===== config.mk =====
export PLATFORM = sky130hd
export DESIGN_NAME = qctx_access_engine
export DESIGN_NICKNAME = d
export VERILOG_FILES = /design/src/rtl/qctx_pkg.sv /design/src/rtl/qctx_regfile.sv /design/src/rtl/qctx_seq.sv /design/src/rtl/qctx_ram.sv /design/src/rtl/qctx_access_engine.sv
export SDC_FILE = /design/constraint.sdc
export NUM_CORES = 2
export LEC_CHECK = 0
export ABC_AREA = 1
export CORE_AREA = 4 4 475 477
export CTS_BUF_LIST = sky130_fd_sc_hd__clkbuf_16
export CTS_CLUSTER_DIAMETER = 120
export DETAILED_ROUTE_END_ITERATION = 8
export DIE_AREA = 0 0 479 481
export SETUP_SLACK_MARGIN = 0.05
export SKIP_LAST_GASP = 1
export SYNTH_ARGS = -nofsm -noshare
export SYNTH_HDL_FRONTEND = slang
export SYNTH_SLANG_ARGS = --single-unit
export TNS_END_PERCENT = 20

===== constraint.sdc =====
create_clock -name clk -period 9 [get_ports clk]
set_clock_uncertainty 0.1 [all_clocks]
set_input_delay 1.8 -clock clk [delete_from_list [all_inputs] [get_ports clk]]
set_output_delay 1.8 -clock clk [all_outputs]
set_load 0.02 [all_outputs]

===== src/rtl/qctx_pkg.sv =====
`timescale 1ns/1ps
package qctx_pkg;

  typedef enum logic [1:0] {
    OP_CLEAR = 2'd0,
    OP_WRITE = 2'd1,
    OP_READ  = 2'd2,
    OP_RSVD  = 2'd3
  } ctx_op_e;

  typedef enum logic [1:0] {
    SQ_IDLE   = 2'd0,
    SQ_EXEC   = 2'd1,
    SQ_RDWAIT = 2'd2
  } seq_state_e;

  // command word bit positions
  localparam int CMD_START_BIT = 0;
  localparam int CMD_INV_BIT   = 1;
  localparam int CMD_OP_LSB    = 5;
  localparam int CMD_QID_LSB   = 7;

endpackage


===== src/rtl/qctx_regfile.sv =====
`timescale 1ns/1ps
module qctx_regfile
  import qctx_pkg::*;
#(
  parameter int ADDR_W = 16,
  parameter int DATA_W = 32,
  parameter int NUM_WORDS = 4,
  parameter int QID_W = 11,
  parameter logic [ADDR_W-1:0] BASE_ADDR = 'h6000
) (
  input  logic                        clk,
  input  logic                        rst_n,
  input  logic                        req_valid,
  input  logic                        req_write,
  input  logic [ADDR_W-1:0]           req_addr,
  input  logic [DATA_W-1:0]           req_wdata,
  output logic                        rsp_valid,
  output logic [DATA_W-1:0]           rsp_rdata,
  input  logic                        seq_done,
  input  logic                        seq_inv,
  input  logic                        seq_load,
  input  logic [DATA_W*NUM_WORDS-1:0] load_data,
  output logic                        start,
  output logic                        busy,
  output logic [QID_W-1:0]            qid,
  output ctx_op_e                     op,
  output logic [DATA_W*NUM_WORDS-1:0] ctx_data
);

  localparam logic [ADDR_W-1:0] CMD_ADDR = BASE_ADDR + ADDR_W'(4 * NUM_WORDS);

  logic [DATA_W-1:0]    data_q [NUM_WORDS];
  logic [NUM_WORDS-1:0] hit_data;
  logic                 hit_cmd;
  logic                 wr_ok;
  logic                 busy_q;
  logic                 inv_q;
  logic [QID_W-1:0]     qid_q;
  ctx_op_e              op_q;
  logic [DATA_W-1:0]    cmd_word;
  logic [DATA_W-1:0]    rd_word;

  assign hit_cmd = (req_addr == CMD_ADDR);
  assign wr_ok   = req_valid && req_write && !busy_q;
  assign start   = wr_ok && hit_cmd && req_wdata[CMD_START_BIT];

  genvar gi;
  generate
    for (gi = 0; gi < NUM_WORDS; gi++) begin : g_word
      localparam logic [ADDR_W-1:0] WORD_ADDR = BASE_ADDR + ADDR_W'(4 * gi);
      assign hit_data[gi] = (req_addr == WORD_ADDR);
      assign ctx_data[gi*DATA_W +: DATA_W] = data_q[gi];

      always_ff @(posedge clk) begin
        if (!rst_n) begin
          data_q[gi] <= '0;
        end else if (seq_load) begin
          data_q[gi] <= load_data[gi*DATA_W +: DATA_W];
        end else if (wr_ok && hit_data[gi]) begin
          data_q[gi] <= req_wdata;
        end
      end
    end
  endgenerate

  // command fields
  always_ff @(posedge clk) begin
    if (!rst_n) begin
      qid_q <= '0;
      op_q  <= OP_CLEAR;
    end else if (wr_ok && hit_cmd) begin
      qid_q <= req_wdata[CMD_QID_LSB +: QID_W];
      op_q  <= ctx_op_e'(req_wdata[CMD_OP_LSB +: 2]);
    end
  end

  // start/busy and invalid flag
  always_ff @(posedge clk) begin
    if (!rst_n) begin
      busy_q <= 1'b0;
      inv_q  <= 1'b0;
    end else begin
      if (start) begin
        busy_q <= 1'b1;
      end else if (seq_done) begin
        busy_q <= 1'b0;
      end
      if (start) begin
        inv_q <= 1'b0;
      end else if (seq_inv) begin
        inv_q <= 1'b1;
      end
    end
  end

  always_comb begin
    cmd_word = '0;
    cmd_word[CMD_QID_LSB +: QID_W] = qid_q;
    cmd_word[CMD_OP_LSB +: 2]      = op_q;
    cmd_word[CMD_INV_BIT]          = inv_q;
    cmd_word[CMD_START_BIT]        = busy_q;
  end

  always_comb begin
    rd_word = '0;
    for (int i = 0; i < NUM_WORDS; i++) begin
      if (hit_data[i]) rd_word = data_q[i];
    end
    if (hit_cmd) rd_word = cmd_word;
  end

  always_ff @(posedge clk) begin
    if (!rst_n) begin
      rsp_valid <= 1'b0;
      rsp_rdata <= '0;
    end else begin
      rsp_valid <= req_valid && !req_write;
      if (req_valid && !req_write) begin
        rsp_rdata <= rd_word;
      end
    end
  end

  assign busy = busy_q;
  assign qid  = qid_q;
  assign op   = op_q;

  AST_START_SETS_BUSY: assert property (@(posedge clk) disable iff (!rst_n)
    start |=> busy_q);

  AST_RSP_FOLLOWS_READ: assert property (@(posedge clk) disable iff (!rst_n)
    (req_valid && !req_write) |=> rsp_valid);

  AST_CMD_HELD_BUSY: assert property (@(posedge clk) disable iff (!rst_n)
    (busy_q && $past(busy_q)) |-> ($stable(qid_q) && $stable(op_q)));

  AST_LOAD_ONLY_BUSY: assert property (@(posedge clk) disable iff (!rst_n)
    seq_load |-> busy_q);

endmodule


===== src/rtl/qctx_seq.sv =====
`timescale 1ns/1ps
module qctx_seq
  import qctx_pkg::*;
#(
  parameter int NUM_QUEUES = 16,
  parameter int QID_W = 11,
  parameter int CTX_W = 128,
  parameter int AW = 4
) (
  input  logic             clk,
  input  logic             rst_n,
  input  logic             start,
  input  logic [QID_W-1:0] qid,
  input  ctx_op_e          op,
  input  logic [CTX_W-1:0] ctx_data,
  output logic             mem_we,
  output logic             mem_re,
  output logic [AW-1:0]    mem_addr,
  output logic [CTX_W-1:0] mem_wdata,
  output logic             done,
  output logic             inv,
  output logic             load
);

  seq_state_e st_q, st_d;
  logic       qid_ok;

  assign qid_ok   = (32'(qid) < 32'(NUM_QUEUES));
  assign mem_addr = qid[AW-1:0];

  always_comb begin
    st_d      = st_q;
    mem_we    = 1'b0;
    mem_re    = 1'b0;
    mem_wdata = ctx_data;
    done      = 1'b0;
    inv       = 1'b0;
    load      = 1'b0;
    case (st_q)
      SQ_IDLE: begin
        if (start) st_d = SQ_EXEC;
      end
      SQ_EXEC: begin
        st_d = SQ_IDLE;
        if (!qid_ok) begin
          inv  = 1'b1;
          done = 1'b1;
        end else begin
          case (op)
            OP_CLEAR: begin
              mem_we    = 1'b1;
              mem_wdata = '0;
              done      = 1'b1;
            end
            OP_WRITE: begin
              mem_we = 1'b1;
              done   = 1'b1;
            end
            OP_READ: begin
              mem_re = 1'b1;
              st_d   = SQ_RDWAIT;
            end
            default: done = 1'b1;
          endcase
        end
      end
      SQ_RDWAIT: begin
        load = 1'b1;
        done = 1'b1;
        st_d = SQ_IDLE;
      end
      default: st_d = SQ_IDLE;
    endcase
  end

  always_ff @(posedge clk) begin
    if (!rst_n) st_q <= SQ_IDLE;
    else        st_q <= st_d;
  end

  AST_RDWAIT_ONE_CYCLE: assert property (@(posedge clk) disable iff (!rst_n)
    (st_q == SQ_RDWAIT) |=> (st_q == SQ_IDLE));

  AST_START_WHEN_IDLE: assert property (@(posedge clk) disable iff (!rst_n)
    start |-> (st_q == SQ_IDLE));

  AST_EXEC_FOLLOWS_START: assert property (@(posedge clk) disable iff (!rst_n)
    start |=> (st_q == SQ_EXEC));

endmodule


===== src/rtl/qctx_ram.sv =====
`timescale 1ns/1ps
module qctx_ram #(
  parameter int DEPTH = 16,
  parameter int WIDTH = 128,
  parameter int AW = 4
) (
  input  logic             clk,
  input  logic             rst_n,
  input  logic             we,
  input  logic             re,
  input  logic [AW-1:0]    addr,
  input  logic [WIDTH-1:0] wdata,
  output logic [WIDTH-1:0] rdata
);

  logic [WIDTH-1:0] mem [DEPTH];

  always_ff @(posedge clk) begin
    if (we) mem[addr] <= wdata;
    if (re) rdata <= mem[addr];
  end

  AST_RAM_ADDR_RANGE: assert property (@(posedge clk) disable iff (!rst_n)
    (we || re) |-> (32'(addr) < 32'(DEPTH)));

endmodule


===== src/rtl/qctx_access_engine.sv =====
`timescale 1ns/1ps
module qctx_access_engine
  import qctx_pkg::*;
#(
  parameter int ADDR_W = 16,
  parameter int DATA_W = 32,
  parameter int NUM_WORDS = 4,
  parameter int QID_W = 11,
  parameter int NUM_QUEUES = 16,
  parameter logic [ADDR_W-1:0] BASE_ADDR = 'h6000
) (
  input  logic              clk,
  input  logic              rst_n,
  input  logic              req_valid,
  input  logic              req_write,
  input  logic [ADDR_W-1:0] req_addr,
  input  logic [DATA_W-1:0] req_wdata,
  output logic              rsp_valid,
  output logic [DATA_W-1:0] rsp_rdata
);

  localparam int CTX_W = DATA_W * NUM_WORDS;
  localparam int AW    = (NUM_QUEUES > 1) ? $clog2(NUM_QUEUES) : 1;

  logic             start, busy, seq_done, seq_inv, seq_load;
  logic [QID_W-1:0] qid;
  ctx_op_e          op;
  logic [CTX_W-1:0] ctx_data, mem_wdata, mem_rdata;
  logic             mem_we, mem_re;
  logic [AW-1:0]    mem_addr;

  qctx_regfile #(
    .ADDR_W(ADDR_W), .DATA_W(DATA_W), .NUM_WORDS(NUM_WORDS),
    .QID_W(QID_W), .BASE_ADDR(BASE_ADDR)
  ) u_regs (
    .clk(clk), .rst_n(rst_n),
    .req_valid(req_valid), .req_write(req_write),
    .req_addr(req_addr), .req_wdata(req_wdata),
    .rsp_valid(rsp_valid), .rsp_rdata(rsp_rdata),
    .seq_done(seq_done), .seq_inv(seq_inv), .seq_load(seq_load),
    .load_data(mem_rdata),
    .start(start), .busy(busy), .qid(qid), .op(op), .ctx_data(ctx_data)
  );

  qctx_seq #(
    .NUM_QUEUES(NUM_QUEUES), .QID_W(QID_W), .CTX_W(CTX_W), .AW(AW)
  ) u_seq (
    .clk(clk), .rst_n(rst_n), .start(start), .qid(qid), .op(op),
    .ctx_data(ctx_data),
    .mem_we(mem_we), .mem_re(mem_re), .mem_addr(mem_addr),
    .mem_wdata(mem_wdata),
    .done(seq_done), .inv(seq_inv), .load(seq_load)
  );

  qctx_ram #(
    .DEPTH(NUM_QUEUES), .WIDTH(CTX_W), .AW(AW)
  ) u_ram (
    .clk(clk), .rst_n(rst_n), .we(mem_we), .re(mem_re),
    .addr(mem_addr), .wdata(mem_wdata), .rdata(mem_rdata)
  );

  AST_WE_NEEDS_BUSY: assert property (@(posedge clk) disable iff (!rst_n)
    (mem_we || mem_re) |-> busy);

  AST_WE_VALID_QID: assert property (@(posedge clk) disable iff (!rst_n)
    mem_we |-> (32'(qid) < 32'(NUM_QUEUES)));

  AST_DONE_DROPS_BUSY: assert property (@(posedge clk) disable iff (!rst_n)
    seq_done |=> !busy);

endmodule


* After elaboration in Yosys (flattened, before gate mapping)
Memories as Yosys holds them, arrays and structs flattened. A register that Yosys moved wholly into a read port is not among the register bits.
Cells that the tools add are included.
** Cells by class
- Order comparisons :: 1
- Equal/unequal tests :: 10
- Bitwise gates (word level) :: 9
- Reductions and logical operators :: 16
- Multiplexer cells :: 56
** Operators by type and width (count)
- 32-bit 2-to-1 mux :: 13
- 128-bit 2-to-1 mux :: 3
- 16-bit by 15-bit == test with 1-bit output, second input constant :: 5
- 1-bit 2-to-1 mux :: 35
- 11-bit by 5-bit less-than comparator with 1-bit output, second input constant :: 1
- 1-bit logical AND :: 9
- 1-bit bitwise OR :: 8
- 2-bit 2-to-1 mux :: 3
- 2-bit by 1-bit == test with 1-bit output, second input constant :: 2
- 2-bit == test, second input constant :: 2
- 2-bit logical NOT :: 2
- 2-bit one-hot mux with 2 select lines :: 1
- 2-bit OR reduction :: 2
- 1-bit logical NOT :: 2
- 2-bit inequality test, second input constant :: 1
- 1-bit one-hot mux with 2 select lines :: 1
- 2-bit nonzero test :: 1
- 1-bit NOT :: 1
** Word-level totals
- Logic and storage cells :: 101
- Output and inout port bits :: 33
- RAM bits :: 2176
- Bits of input ports :: 52
- Memories kept :: 2
- Bits in registers :: 50
** Memory list
- u_ram.mem :: depth 16, width 128, read ports 1, clocked after Yosys merged registers in 1, wr ports 1, RTL line qctx_ram.sv:16 : logic [WIDTH-1:0] mem [DEPTH];
- u_regs.data_q :: depth 4, width 32, read ports 4, clocked after Yosys merged registers in 0, wr ports 4, RTL line qctx_regfile.sv:32 : logic [DATA_W-1:0] data_q [NUM_WORDS];

* Longest topological paths before layout
- Depth after elaboration :: 8
- Gate-level depth with buffers :: 11
- Depth with buffers taken out :: 10

* Hierarchy
Synthesis repeated with hierarchy kept, for this count alone.
** Unflattened totals
- Cells, all modules :: 9698
- Area, all modules :: 99260.2 sq um
** By module, submodules not included
- qctx_ram :: sequential area each 65342.7 sq um, area an instance 88929.0 sq um, times used 1, cells each 8363
- qctx_regfile :: sequential area each 4804.6 sq um, area an instance 8592.0 sq um, times used 1, cells each 998
- qctx_seq :: sequential area each 40.0 sq um, area an instance 1739.2 sq um, times used 1, cells each 337

* Worst setup path after synthesis
No wires, ideal clock.
- Kind :: register -> register
- Start :: register u_regs.qid_q[1] (netlist: u_regs.qid[1])
- End :: memory u_ram.mem[10][0], enable pin
- Stages on the path, launching flop included :: 8
- Arrival :: 6567 ps
- Library setup time :: 617 ps
- Setup slack :: 1716 ps
- Cells stage by stage :: dfxtp_1 -> buf_2 -> nand2_1 -> inv_2 -> clkbuf_1 -> buf_2 -> nand2_1 -> nor2_1
** On the way
- Cells in the longest elaborated chain, start to end :: 5
** RTL lines
- from (decl) :: RTL line qctx_regfile.sv:38 : logic [QID_W-1:0] qid_q;
- from (signal assigned) :: RTL line qctx_regfile.sv:72 : qid_q <= req_wdata[CMD_QID_LSB +: QID_W];
- 11-bit by 5-bit less-than comparator with 1-bit output :: RTL line qctx_seq.sv:28 : assign qid_ok = (32'(qid) < 32'(NUM_QUEUES));
- 1-bit 2-to-1 mux :: RTL line qctx_seq.sv:45 : if (!qid_ok) begin
- 1-bit 2-to-1 mux :: RTL line qctx_seq.sv:39 : case (st_q)
- 1-bit 2-to-1 mux :: RTL line qctx_ram.sv:19 : if (we) mem[addr] <= wdata;
- 1-bit 2-to-1 mux (not written as such) :: RTL line qctx_ram.sv:19
- to (decl) :: RTL line qctx_ram.sv:16
Parallel ways exist; a longest one is shown, timed or not.

==> qor.txt <==
Setup Viol. Count Final - 0
adder-cell share of the synthesized area - 0.000425
Post-DRT Antenna Nets - 0
CP startpoint kind - primary input
maximum VDD drop - 0.000198 V
First-pass DRT Iterations - 8
P&R area growth vs syn - 12.4%
cell accounting for the most synthesized area - edfxtp_1
DRC viols - 0
syn avg cell area - 15.6 um^2
first-pass GRT wire length - 364000 um
fin nets - 5766
GRT Total Usage - 0.214
vias per cell - 5.87
HP Class - reg2reg
main flop type after synthesis - edfxtp_1
Worst-Skew Late Latency - 880 ps
share of cells above drive strength 1 - 0.0792
power per cell area - 216 nW/um^2
CP required - 9380 ps
post-synthesis sequential area ratio - 0.795
Top delay family on crit path - simple AND/OR/NAND/NOR gates
RR Startpoint - u_regs.qid[1]$_SDFFE_PN0N_
largest family of logic cells by synthesized area - compound AO/OA/AOI/OAI gates
Post-Route WL - 255000 um
max cap viols - 0
largest net degree at the start of global routing - 173
row count - 173
CP endpoint kind - flop
xor-xnor portion of the synthesized cell area - 0
port bufs - 84
grt ovf - 0
level count of the clock H-tree - 4
RSZ-0062 raised after global routing - false
DP HPWL - 127000 um
min Tclk post-route - 5410 ps
hold path startpoint - u_regs.rsp_rdata[31]$_SDFFE_PN0P_
Initial Util - 0.399
Yosys top cell area share - 0.784
Tightest Pin Transition - 1250 ps
Reg clk slew, reported paths - 70 ps
DRT iter0 DRCs - 6468
hold_ws - 375 ps
fmax - 185 MHz
Crit path largest cell delay - 1210 ps
syn_nets - 5725
headroom to the max-slew limit - 0.165
total number of vias - 52.1k
most numerous cell in the Yosys netlist - edfxtp_1
Post-Syn Area - 88300 um^2
vias in the first global route - 50.1k
Die ar. - 230000 um^2
setup repair bufs after CTS - 0
ratio of final minimum period to clock period - 0.601
top cells by count, synth - 2304 x edfxtp_1, 1024 x a22oi_1, 766 x nand2_1, 433 x a21oi_1, 218 x buf_2
Leak - 31.9 nW
clk root buf - clkbuf_16
chip height - 481 um
RD Place Congestion - 0.850
peak fanout along the critical path - 36
Post-CTS Hold Buffers - 0
WP buf/inv - 2
crit-path cells - clkdlybuf4s50_1 -> inv_2 -> nor3_1 -> nand2_2 -> nand2_2
initial antenna violation count - 6
simple-gate portion of the synthesized area - 0.0521
CP most frequent cell - nand2_2
Core Footprint - 221000 um^2
Max clock buf depth - 3
CTS resizes - 0
compound-gate portion of the synthesized area - 0.123
status - completed
Horiz. Die Dim - 479 um
arrival time worst endpoint - 5790 ps
TritonCTS Buffers - 226
Slew Viols, Final - 0
EDFF count, synth - 2304
Yosys reg bits - 2354
# fillers - 19.2k
io pins - 85
Sink Count - 2354
CTS tree - done
Ys Warns - 0
leading post-synthesis cells by cell area - edfxtp_1 78%, a22oi_1 8.7%, nand2_1 3.3%
fraction of registers with async set/reset - 0
post-route setup TNS - 0 ps
Yosys cell types - 27
Crit-path slowest cell - nand2_2
Worst Setup SP - rst_n
Post-Synthesis Cells - 5670
mux cell area share after synthesis - 0
DR WL/cell - 28.7 um
final hold vios - 0
Crit Path Category - in2reg
## cells in the final DEF, fill, tap and decap left out, drive strengths merged
master,n
clkdlybuf4s50,83
o21ai,149
clkinvlp,7
ha,3
nand3,57
diode,7
nand3b,2
clkinv,111
a21oi,433
dfxtp,50
buf,100
bufinv,18
nor3,133
nand2,769
nor2,106
edfxtp,2304
nor4,1
a22oi,1024
nand4,47
clkbuf,228
o2111ai,31
inv,244
## worst min-delay path: cells and delay by family, from the launching register on
| family | cells | cell delay (ps) |
|---|---|---|
| AO/OA/AOI/OAI | 1 | 60 |
| AND/OR/NAND/NOR | 1 | 60 |
| flip-flops | 1 | 310 |
## final timing paths
kind	cells after the start	slack [ps]	endpoint
hold / removal	2	380	u_regs.rsp_rdata[31]$_SDFFE_PN0P_
setup reg to reg	6	4230	u_ram.mem[4][26]$_DFFE_PP_
setup / recovery	5	3590	u_regs.data_q[2][23]$_SDFFCE_PN0P_
hold reg to reg	2	380	u_regs.rsp_rdata[31]$_SDFFE_PN0P_
## stage by stage
stage / total power, mW / setup WS [ps] / cell area, um^2 / std cells / util
2_1_floorplan: 12.3 / 1720 / 88300 / 5670 / -
3_3_place_gp: 12.4 / 2940 / 92000 / 8458 / 0.416
3_5_place_dp: 12.4 / 2830 / 92000 / 8458 / 0.416
4_1_cts: 21.5 / 3710 / 99200 / 8875 / 0.448
5_1_grt: 22.0 / 3550 / 99200 / 8877 / 0.448
6_report: 21.4 / 3590 / 99200 / 8882 / 0.448
## power breakdown
group	internal, mW	leakage [nW]	total [mW]	switching [mW]
clock network	5.11	3.69	9.21	4.10
logic	0.0335	6.78	0.218	0.185
registers	12.0	21.5	12.0	0.0200
## state kept, by name (all words and copies together), names as in the netlist
signal            flops
u_ram.mem          2048
u_ram.rdata         128
u_regs.data_q       128
u_regs.rsp_rdata     32
u_regs.qid           11
u_regs.op             2
u_seq.st_q            2
u_regs.busy           1
u_regs.inv_q          1
u_regs.rsp_valid      1
## layer usage
metal  GRT usage  vias up  routed length [um]
li1            -    22207                   -
met1       0.298    26738              103000
met2       0.336     2713              119000
met3      0.0319      439               21000
met4      0.0973        2               12000
met5           0        -                   7
## final cells by class
| cell class | instances | area, um^2 | area share |
|---|---|---|---|
| sequential | 2354 | 70200 | 0.707 |
| multi-input combinational | 2755 | 15700 | 0.158 |
| clock buffer | 228 | 5710 | 0.0575 |
| tap | 2975 | 3720 | 0.0375 |
| timing repair buffer | 183 | 1680 | 0.0169 |
| clock inverter | 189 | 1470 | 0.0148 |
| inverter | 191 | 757 | 0.00763 |
| antenna | 7 | 17.5 | 0.000177 |
## kinds of logic (layout without fill, tap and decap cells)
kind of cell             Yosys count  after routing
adder cells (fa/ha/maj)            3              3
flip-flops                      2354           2354
AND/OR/NAND/NOR                 1115           1115
other                              0              7
AO/OA/AOI/OAI                   1637           1637
buffers and inverters            561            791
Note: power is estimated with default switching activity, not from simulation.
